[config.mk]
export PLATFORM = sky130hd
export DESIGN_NAME = erec_slot_packer
export DESIGN_NICKNAME = d
export VERILOG_FILES = /design/src/rtl/erec_pkg.sv /design/src/rtl/erec_sequencer.sv /design/src/rtl/erec_mover.sv /design/src/rtl/erec_serializer.sv /design/src/rtl/erec_slot_packer.sv
export SDC_FILE = /design/constraint.sdc
export NUM_CORES = 1
export LEC_CHECK = 0
export ABC_CLOCK_PERIOD_IN_PS = 7800
export BUFFER_PORTS_ARGS = -buffer_cell sky130_fd_sc_hd__buf_2
export CORE_MARGIN = 1
export CORE_UTILIZATION = 50
export DETAILED_ROUTE_END_ITERATION = 8
export PLACE_DENSITY_LB_ADDON = 0.08
export SKIP_LAST_GASP = 1
export SLEW_MARGIN = 5
export SYNTH_ARGS = -nofsm -noshare
export SYNTH_HDL_FRONTEND = slang
export SYNTH_SLANG_ARGS = --single-unit
[constraint.sdc]
create_clock -name clk -period 7.8 [get_ports clk]
set_input_delay 0.78 -clock clk [delete_from_list [all_inputs] [get_ports clk]]
set_output_delay 0.78 -clock clk [all_outputs]
set_load 0.02 [all_outputs]
[src/rtl/erec_pkg.sv]
package erec_pkg;

  typedef enum logic [1:0] {
    PK_IDLE  = 2'd0,
    PK_PLACE = 2'd1,
    PK_READ  = 2'd2
  } pk_state_t;

  // Slot offset searched in a given stage: a constant table, stage -> offset.
  function automatic int stage_offset(input int stage, input int n_slots);
    return stage % n_slots;
  endfunction

endpackage

[src/rtl/erec_sequencer.sv]
module erec_sequencer #(
  parameter int N_SLOTS = 6,
  localparam int IDX_W = (N_SLOTS > 1) ? $clog2(N_SLOTS) : 1
) (
  input  logic             clk,
  input  logic             rst_n,
  input  logic             clr,
  input  logic             adv,
  output logic [IDX_W-1:0] stage,
  output logic [IDX_W-1:0] blk,
  output logic             last
);

  always_ff @(posedge clk or negedge rst_n) begin
    if (!rst_n) begin
      stage <= '0;
      blk   <= '0;
    end else if (clr) begin
      stage <= '0;
      blk   <= '0;
    end else if (adv) begin
      if (blk == IDX_W'(N_SLOTS - 1)) begin
        blk   <= '0;
        stage <= stage + 1'b1;
      end else begin
        blk <= blk + 1'b1;
      end
    end
  end

  assign last = (stage == IDX_W'(N_SLOTS - 1)) && (blk == IDX_W'(N_SLOTS - 1));

endmodule

[src/rtl/erec_mover.sv]
module erec_mover #(
  parameter int SLOT_BITS = 7,
  parameter int MAX_LEN   = 42,
  localparam int LEN_W  = $clog2(MAX_LEN + 1),
  localparam int FILL_W = $clog2(SLOT_BITS + 1)
) (
  input  logic [MAX_LEN-1:0]   src,
  input  logic [LEN_W-1:0]     rd,
  input  logic [LEN_W-1:0]     rem,
  input  logic [SLOT_BITS-1:0] dst,
  input  logic [FILL_W-1:0]    fill,
  output logic [SLOT_BITS-1:0] dst_nxt,
  output logic [LEN_W-1:0]     cnt
);

  localparam int XW = ((LEN_W > FILL_W) ? LEN_W : FILL_W) + 1;

  logic [XW-1:0] fill_x, rem_x, free_x, cnt_x;

  always_comb begin
    fill_x = XW'(fill);
    rem_x  = XW'(rem);
    free_x = XW'(SLOT_BITS) - fill_x;
    cnt_x  = (rem_x < free_x) ? rem_x : free_x;
    cnt    = LEN_W'(cnt_x);
  end

  for (genvar k = 0; k < SLOT_BITS; k++) begin : g_bit
    localparam logic [XW-1:0] KX = XW'(k);
    logic          in_win;
    logic [XW-1:0] idx;
    assign in_win     = (KX >= fill_x) && (KX < fill_x + cnt_x);
    assign idx        = XW'(rd) + KX - fill_x;
    assign dst_nxt[k] = in_win ? (|(src & (MAX_LEN'(1) << idx))) : dst[k];
  end

endmodule

[src/rtl/erec_serializer.sv]
module erec_serializer #(
  parameter int TOTAL = 42,
  localparam int PW = (TOTAL > 1) ? $clog2(TOTAL) : 1
) (
  input  logic          clk,
  input  logic          rst_n,
  input  logic          active,
  input  logic          out_ready,
  output logic          out_valid,
  output logic          out_last,
  output logic [PW-1:0] pos,
  output logic          finish
);

  assign out_valid = active;
  assign out_last  = active && (pos == PW'(TOTAL - 1));
  assign finish    = out_valid && out_ready && out_last;

  always_ff @(posedge clk or negedge rst_n) begin
    if (!rst_n)                     pos <= '0;
    else if (!active)               pos <= '0;
    else if (out_valid && out_ready) pos <= out_last ? '0 : pos + 1'b1;
  end

endmodule

[src/rtl/erec_slot_packer.sv]
module erec_slot_packer
  import erec_pkg::*;
#(
  parameter int N_SLOTS   = 6,
  parameter int SLOT_BITS = 7,
  parameter int MAX_LEN   = N_SLOTS * SLOT_BITS,
  localparam int IDX_W = (N_SLOTS > 1) ? $clog2(N_SLOTS) : 1,
  localparam int LEN_W = $clog2(MAX_LEN + 1)
) (
  input  logic               clk,
  input  logic               rst_n,
  input  logic               in_valid,
  output logic               in_ready,
  input  logic [IDX_W-1:0]   in_blk,
  input  logic [LEN_W-1:0]   in_len,
  input  logic [MAX_LEN-1:0] in_bits,
  input  logic               start,
  output logic               busy,
  output logic               done,
  output logic               cap_err,
  output logic               out_valid,
  input  logic               out_ready,
  output logic               out_bit,
  output logic               out_last
);

  localparam int FILL_W = $clog2(SLOT_BITS + 1);
  localparam int CAP    = N_SLOTS * SLOT_BITS;
  localparam int TOT_W  = $clog2(N_SLOTS * MAX_LEN + 1);
  localparam int PW     = (CAP > 1) ? $clog2(CAP) : 1;

  pk_state_t state;

  logic [MAX_LEN-1:0]   blk_bits_q [N_SLOTS];
  logic [LEN_W-1:0]     blk_len_q  [N_SLOTS];
  logic [LEN_W-1:0]     rem_q      [N_SLOTS];
  logic [LEN_W-1:0]     rd_q       [N_SLOTS];
  logic [SLOT_BITS-1:0] slot_q     [N_SLOTS];
  logic [FILL_W-1:0]    fill_q     [N_SLOTS];
  logic [CAP-1:0]       slot_flat;

  logic [IDX_W-1:0] seq_stage, seq_blk, tgt;
  logic             seq_last, go, ser_finish;
  logic [TOT_W-1:0] total;
  logic [SLOT_BITS-1:0] mv_dst;
  logic [LEN_W-1:0]     mv_cnt;
  logic [PW-1:0]        rd_pos;

  assign in_ready = (state == PK_IDLE);
  assign busy     = (state == PK_PLACE);
  assign go       = in_ready && start && (total <= TOT_W'(CAP));

  always_comb begin
    total = '0;
    for (int i = 0; i < N_SLOTS; i++) total = total + TOT_W'(blk_len_q[i]);
  end

  // Slot searched by the current block in the current stage.
  always_comb begin
    int t;
    t   = (int'(seq_blk) + stage_offset(int'(seq_stage), N_SLOTS)) % N_SLOTS;
    tgt = IDX_W'(t);
  end

  erec_sequencer #(.N_SLOTS(N_SLOTS)) u_seq (
    .clk   (clk),
    .rst_n (rst_n),
    .clr   (go),
    .adv   (busy),
    .stage (seq_stage),
    .blk   (seq_blk),
    .last  (seq_last)
  );

  erec_mover #(.SLOT_BITS(SLOT_BITS), .MAX_LEN(MAX_LEN)) u_mover (
    .src     (blk_bits_q[seq_blk]),
    .rd      (rd_q[seq_blk]),
    .rem     (rem_q[seq_blk]),
    .dst     (slot_q[tgt]),
    .fill    (fill_q[tgt]),
    .dst_nxt (mv_dst),
    .cnt     (mv_cnt)
  );

  for (genvar g = 0; g < N_SLOTS; g++) begin : g_flat
    assign slot_flat[g*SLOT_BITS +: SLOT_BITS] = slot_q[g];
  end

  erec_serializer #(.TOTAL(CAP)) u_ser (
    .clk       (clk),
    .rst_n     (rst_n),
    .active    (state == PK_READ),
    .out_ready (out_ready),
    .out_valid (out_valid),
    .out_last  (out_last),
    .pos       (rd_pos),
    .finish    (ser_finish)
  );

  assign out_bit = out_valid && slot_flat[rd_pos];

  always_ff @(posedge clk or negedge rst_n) begin
    if (!rst_n) begin
      state   <= PK_IDLE;
      done    <= 1'b0;
      cap_err <= 1'b0;
      for (int i = 0; i < N_SLOTS; i++) begin
        blk_bits_q[i] <= '0;
        blk_len_q[i]  <= '0;
        rem_q[i]      <= '0;
        rd_q[i]       <= '0;
        slot_q[i]     <= '0;
        fill_q[i]     <= '0;
      end
    end else begin
      done <= 1'b0;
      unique case (state)
        PK_IDLE: begin
          if (in_valid && (int'(in_blk) < N_SLOTS)) begin
            blk_bits_q[in_blk] <= in_bits;
            blk_len_q[in_blk]  <= in_len;
          end
          if (start) begin
            if (total > TOT_W'(CAP)) begin
              cap_err <= 1'b1;
            end else begin
              cap_err <= 1'b0;
              state   <= PK_PLACE;
              for (int i = 0; i < N_SLOTS; i++) begin
                rem_q[i]  <= blk_len_q[i];
                rd_q[i]   <= '0;
                slot_q[i] <= '0;
                fill_q[i] <= '0;
              end
            end
          end
        end
        PK_PLACE: begin
          slot_q[tgt]     <= mv_dst;
          fill_q[tgt]     <= fill_q[tgt] + FILL_W'(mv_cnt);
          rem_q[seq_blk]  <= rem_q[seq_blk] - mv_cnt;
          rd_q[seq_blk]   <= rd_q[seq_blk] + mv_cnt;
          if (seq_last) begin
            state <= PK_READ;
            done  <= 1'b1;
          end
        end
        PK_READ: begin
          if (ser_finish) state <= PK_IDLE;
        end
        default: state <= PK_IDLE;
      endcase
    end
  end

endmodule

==> flow_metrics.env, run 1 <==
export IMPL_outcome="finished, violations left"
export IMPL_violations="max-slew violations"
export IMPL_yosysSeqAreaShare_pct=39.02
export IMPL_ys_types=108
export IMPL_synth_top_area_share_pct=39.02
export IMPL_crit_family="adder cells"
export IMPL_grt_max_degree=183
export IMPL_period_minus_slack_ns=7.380
export IMPL_maxSlewHeadroom_pct=-5.490
export IMPL_whs_ns=0.2440
export IMPL_final_util_pct=55.91
export IMPL_max_cap_violations=0
export IMPL_final_common_cell="dfrtp_1"
export IMPL_grt_pass1_vias=23440
export IMPL_met3_length_um=4776
export IMPL_r2r_start="u_seq.blk[1]"
export IMPL_syn_to_final_growth_pct=10.36
export IMPL_crit_arrival_ns=7.80
export IMPL_cp_max_fo=16
export IMPL_final_cell_mix="dfrtp_1 (436), mux2_2 (304), nor2_1 (203)"
export IMPL_ios=63
export IMPL_grt_overflow=0
export IMPL_first_iter_violations=1884
export IMPL_cts_sinks=436
export IMPL_drv_slew=58
export IMPL_dp_hpwl_um=58950
export IMPL_cp_end_kind="flip-flop"
export IMPL_top_layer_used="met4"
export IMPL_setup_viol=0
export IMPL_setup_worst_path_start_class="flip-flop"
export IMPL_initial_core_util_pct=50.66
export IMPL_clock_tree_buffer_depth=3
export IMPL_grt_use_total_pct=30.59
export IMPL_finalHoldViolCount=0
export IMPL_ys_ff_latch=436
export IMPL_clock_latency_ns=0.59
export IMPL_drive_above_1_share_pct=21.41
export IMPL_reg2reg_slack_ns=0.42
export IMPL_timing_fmax_ghz=0.1355
export IMPL_multi_input_area_um2=16180
export IMPL_fin_skew_ns=0.01822
export IMPL_dr_wl_met2_um=41510
export IMPL_r2r_end="slot_flat[22]"
export IMPL_synth_area_top_cells="dfrtp_1 (39%), mux2_2 (12%), o21ai_0 (3.5%)"
export IMPL_critPathBufInv=5
export IMPL_root_buffer="clkbuf_16"
export IMPL_required_ns=8.22
export IMPL_synth_cells=2847
export IMPL_vias_per_cell=6.538
export IMPL_remaining_drc_errors=0
export IMPL_synth_area_um2=27960
export IMPL_cts_made_buffers=49
export IMPL_criticalPathCategory="reg2reg"
export IMPL_final_antenna_net_count=0
export IMPL_fin_setup_tns_ns=0
export IMPL_max_stage_delay_ns=0.54
export IMPL_routed_wl_um=86500
export IMPL_core_um2=55200
export IMPL_reg2reg_depth=29
export IMPL_grt_antenna_before_repair=1
export IMPL_htree_num_levels=2
export IMPL_die_w_um=238.5
export IMPL_worstSetupPathDepth=29
export IMPL_syn_area_per_cell_um2=9.822
export IMPL_io_buffer_count=62
export IMPL_slowest_stage="mux4_2"
export IMPL_ys_warn_count=0
export IMPL_synth_edf_count=0
export IMPL_fin_nets=2985
export IMPL_grt_pass1_wl_um=137000
export IMPL_cts_tree="built"
export IMPL_post_drt_wl_per_cell_um=23.88
export IMPL_synth_async_reset_ratio_pct=100.0
export IMPL_worst_slew_pin_slew_ns=1.582
export IMPL_setup_slack_ns=0.4197
export IMPL_regArea_um2=10910
export IMPL_ctsHoldBuffers=0
export IMPL_hold_class="in2async"
export IMPL_drt_first_pass_iters=8
export IMPL_place_ws_ns=-0.2451
export IMPL_gp_congestion=0.9481
export IMPL_cts_clk_slew_worst_paths_ns=0.06
export IMPL_fp_row_count=86
export IMPL_ys_flop_type="dfrtp_1"
export IMPL_fin_crit_sh_pct=94.62
export IMPL_die_area_um2=56880
export IMPL_wl_met1_um=37330
export IMPL_synth_largest_area_cell="dfrtp_1"
export IMPL_die_h_um=238.5
export IMPL_vias=23680
export IMPL_fillCellCount=4963
## final cells by class
cell class              count  area share [%]
diodes                      1        0.008109
clock buffers              64           4.419
clock inverters            20          0.8028
inverters                  80          0.9730
multi-input cells        2138           52.42
flip-flops and latches    436           35.35
well taps                 748           3.033
repair buffers            135           2.988
## cells in the mapped netlist (9+ instances only)
library cell / instances
a2111oi_0: 9
a211o_1: 9
a211oi_1: 37
a21o_1: 20
a21oi_1: 136
a221o_1: 18
a221oi_1: 24
a22o_1: 11
a22oi_1: 119
a31oi_1: 24
and2_1: 11
and3_1: 19
buf_1: 31
clkbuf_1: 162
dfrtp_1: 436
fa_1: 34
ha_1: 55
inv_1: 77
mux2_2: 304
mux2i_1: 46
mux4_2: 31
nand2_1: 165
nand2b_1: 15
nand3_1: 178
nand4_1: 10
nor2_1: 204
nor3_1: 63
nor4_1: 16
o211ai_1: 35
o21a_1: 9
o21ai_0: 194
o21ai_1: 25
o21bai_1: 10
o221ai_1: 14
o22ai_1: 24
o31ai_1: 17
o32ai_1: 9
xnor2_1: 50
xor2_1: 28
## worst reg2reg max path, delay by kind of cell (launching register included)
family                     cells  cell delay, ns
and+or+nand+nor                6            1.15
xor gates and xnor gates       1            0.25
AOI/OAI and AO/OA              9            1.39
adders and majority gates      5            1.84
buffers and inverters          5            1.05
muxes                          3            1.15
DFF                            1            0.40
## registers in the layout, summed over array words and instances (netlist names)
register	flops
done	1
state	2
slot_flat	42
u_seq.blk	3
rem_q	36
blk_bits_q	252
rd_q	36
u_ser.pos	6
u_seq.stage	3
cap_err	1
fill_q	18
blk_len_q	36
## per-layer routing
| metal | vias to the layer above | track usage [%] |
|---|---|---|
| li1 | 10650 | - |
| met1 | 12000 | 41.32 |
| met2 | 835 | 51.18 |
| met3 | 188 | 3.695 |
| met4 | 0 | 9.926 |
| met5 | - | 0 |
## kinds of logic (layout without fill, tap and decap cells)
kind of cell	after synthesis	after routing	synth area share, %
AOI/OAI and AO/OA	835	835	20.59
and+or+nand+nor	736	736	12.45
DFF	436	436	39.02
muxes	383	383	16.47
buffers and inverters	285	299	3.951
adders and majority gates	90	90	4.931
xor gates and xnor gates	80	80	2.559
other	2	15	0.02686
## worst max-delay path by stage
stage | from | to | slack [ns]
final | u_seq.blk[1] | slot_flat[22] | 0.42
after global routing | u_seq.stage[1] | slot_flat[5] | -0.007
after CTS | u_seq.stage[0] | slot_flat[5] | 0.01
after detailed placement | u_seq.stage[0] | slot_flat[5] | -0.25
after global placement | u_seq.stage[0] | slot_flat[19] | -0.006
after floorplan | u_seq.stage[0] | slot_flat[19] | 0.67
## what timing repair did
item                                    in CTS  in global routing
endpoints found under the setup margin       6                 42
buffers inserted                             0                  2
gates resized for setup                      3                 16
pin swaps                                    0                  2
## stage by stage
step | std cells | instance area [um2]
2_1_floorplan | 2859 | 28010
3_3_place_gp | 3535 | 29110
3_5_place_dp | 3535 | 29110
4_1_cts | 3619 | 30740
5_1_grt | 3621 | 30860
6_report | 3622 | 30860
Power of run 1 is not shown: default switching activity piles up to over one toggle a cycle in this logic, so the estimate is an artifact.
==> inputs of run 2 (changes only) <==
--- a/config.mk
+++ b/config.mk
@@ -7,8 +7,10 @@
 export LEC_CHECK = 0
 export ABC_CLOCK_PERIOD_IN_PS = 7800
 export BUFFER_PORTS_ARGS = -buffer_cell sky130_fd_sc_hd__buf_2
+export CELL_PAD_IN_SITES_DETAIL_PLACEMENT = 0
+export CELL_PAD_IN_SITES_GLOBAL_PLACEMENT = 2
 export CORE_MARGIN = 1
-export CORE_UTILIZATION = 50
+export CORE_UTILIZATION = 42
 export DETAILED_ROUTE_END_ITERATION = 8
 export PLACE_DENSITY_LB_ADDON = 0.08
 export SKIP_LAST_GASP = 1
==> run 2 against run 1 <==
Against the previous run:
- the run still ends with max-slew violations left
- sequential share of layout area hardly changed
- hold slack lost 0.026 ns
- count of clock-buffer cells in the layout increased by 6
- cell area about the same
- fmax is 0.64% higher
- sequential cell count stayed put
- final cell count grew 3.2%
- global-route usage fell by 3.4 points
- core utilization shrank 9.0 points
==> flow_metrics.env, run 2 (synthesis results as in run 1) <==
export IMPL_htree_num_levels=2
export IMPL_hold_class="in2async"
export IMPL_cts_sinks=436
export IMPL_root_buffer="clkbuf_16"
export IMPL_required_ns=8.25
export IMPL_die_h_um=260.0
export IMPL_ctsHoldBuffers=0
export IMPL_max_cap_violations=0
export IMPL_cp_end_kind="flip-flop"
export IMPL_period_minus_slack_ns=7.333
export IMPL_cts_made_buffers=49
export IMPL_final_cells=3737
export IMPL_vias_per_cell=6.223
export IMPL_cts_tree="built"
export IMPL_drv_slew=58
export IMPL_first_iter_violations=1843
export IMPL_io_buffer_count=62
export IMPL_reg2reg_depth=31
export IMPL_fillCellCount=6306
export IMPL_final_common_cell="dfrtp_1"
export IMPL_drive_above_1_share_pct=21.41
export IMPL_fin_nets=2983
export IMPL_grt_pass1_wl_um=143200
export IMPL_reg2reg_slack_ns=0.47
export IMPL_ios=63
export IMPL_regArea_um2=10910
export IMPL_finalHoldViolCount=0
export IMPL_final_cell_mix="dfrtp_1 (436), mux2_2 (304), nor2_1 (202)"
export IMPL_final_antenna_net_count=0
export IMPL_violations="max-slew violations"
export IMPL_syn_to_final_growth_pct=10.46
export IMPL_clock_latency_ns=0.62
export IMPL_grt_max_degree=176
export IMPL_worst_slew_pin_slew_ns=1.699
export IMPL_cts_clk_slew_worst_paths_ns=0.06
export IMPL_fin_skew_ns=0.03859
export IMPL_setup_worst_path_start_class="flip-flop"
export IMPL_place_inst=3645
export IMPL_die_area_um2=67620
export IMPL_dp_hpwl_um=61570
export IMPL_final_util_pct=46.90
export IMPL_whs_ns=0.2182
export IMPL_rsz0062_at_grt="yes"
export IMPL_vias=23260
export IMPL_crit_arrival_ns=7.78
export IMPL_drt_first_pass_iters=6
export IMPL_core_um2=65860
export IMPL_setup_viol=0
export IMPL_routed_wl_um=91680
export IMPL_maxSlewHeadroom_pct=-13.27
export IMPL_fp_row_count=94
export IMPL_timing_fmax_ghz=0.1364
export IMPL_initial_core_util_pct=42.46
export IMPL_criticalPathCategory="reg2reg"
export IMPL_grt_overflow=0
export IMPL_fin_crit_sh_pct=94.02
export IMPL_die_w_um=260.0
export IMPL_setup_slack_ns=0.4665
export IMPL_max_stage_delay_ns=0.49
export IMPL_gp_congestion=0.9212
export IMPL_r2r_start="u_seq.stage[0]"
export IMPL_r2r_end="slot_flat[26]"
export IMPL_remaining_drc_errors=0
export IMPL_grt_use_total_pct=27.20
export IMPL_outcome="finished, violations left"
export IMPL_grt_antenna_before_repair=3
export IMPL_post_drt_wl_per_cell_um=24.53
export IMPL_grt_pass1_vias=23410
export IMPL_cp_max_fo=10
export IMPL_top_register="blk_bits_q"
export IMPL_largest_register_ffs=252
export IMPL_multi_input_area_um2=16170
export IMPL_clock_tree_buffer_depth=3
export IMPL_place_ws_ns=-0.3316
export IMPL_slowest_stage="fa_1"
-- run 2: final cells by class --
class / count / share of cell area (%)
antenna: 1 / 0.008101
timing repair buffer: 133 / 2.844
clock inverter: 15 / 0.4415
sequential: 436 / 35.32
inverter: 80 / 0.9843
multi-input combinational: 2138 / 52.35
tap: 864 / 3.500
clock buffer: 70 / 4.553
-- run 2: repair_timing --
item | CTS | global route
setup buffers | 0 | 6
resized for setup | 2 | 21
pin swaps | 0 | 2
endpoints found under the setup margin | 20 | 42
gates cloned | 0 | 0
-- run 2: routing by layer --
layer	part of all wire, %	global-route usage [%]	vias up
met5	0.025	0	-
met1	45	37.26	11870
met2	48	45.68	597
met3	4.3	2.680	128
met4	2.4	7.451	4
li1	-	-	10660
-- run 2: how the worst max path moves through the flow --
stage / start / endpoint / slack, ns
3_3_place_gp: u_seq.stage[0] / slot_flat[33] / -0.08
4_1_cts: u_seq.stage[0] / slot_flat[33] / 0.008
3_5_place_dp: u_seq.stage[0] / slot_flat[26] / -0.33
5_1_grt: u_seq.stage[1] / slot_flat[26] / -0.11
6_report: u_seq.stage[0] / slot_flat[26] / 0.47
2_1_floorplan: u_seq.stage[0] / slot_flat[19] / 0.67
-- run 2: through the flow --
stage,area (um2),TNS (ns)
2_1_floorplan,28010,0
3_3_place_gp,29180,-0.4259
3_5_place_dp,29180,-2.567
4_1_cts,30730,0
5_1_grt,30890,-0.6826
6_report,30890,0
-- run 2: worst max-delay path, delay by kind of cell, from the launching register on --
family	cells	cell delay, ns
compound gates	12	2.47
xor+xnor	5	1.19
fa+ha+maj	4	1.30
buf+inv	4	0.59
flops	1	0.44
mux	1	0.17
simple gates	5	1.04
Power of run 2 is left out for the same reason.
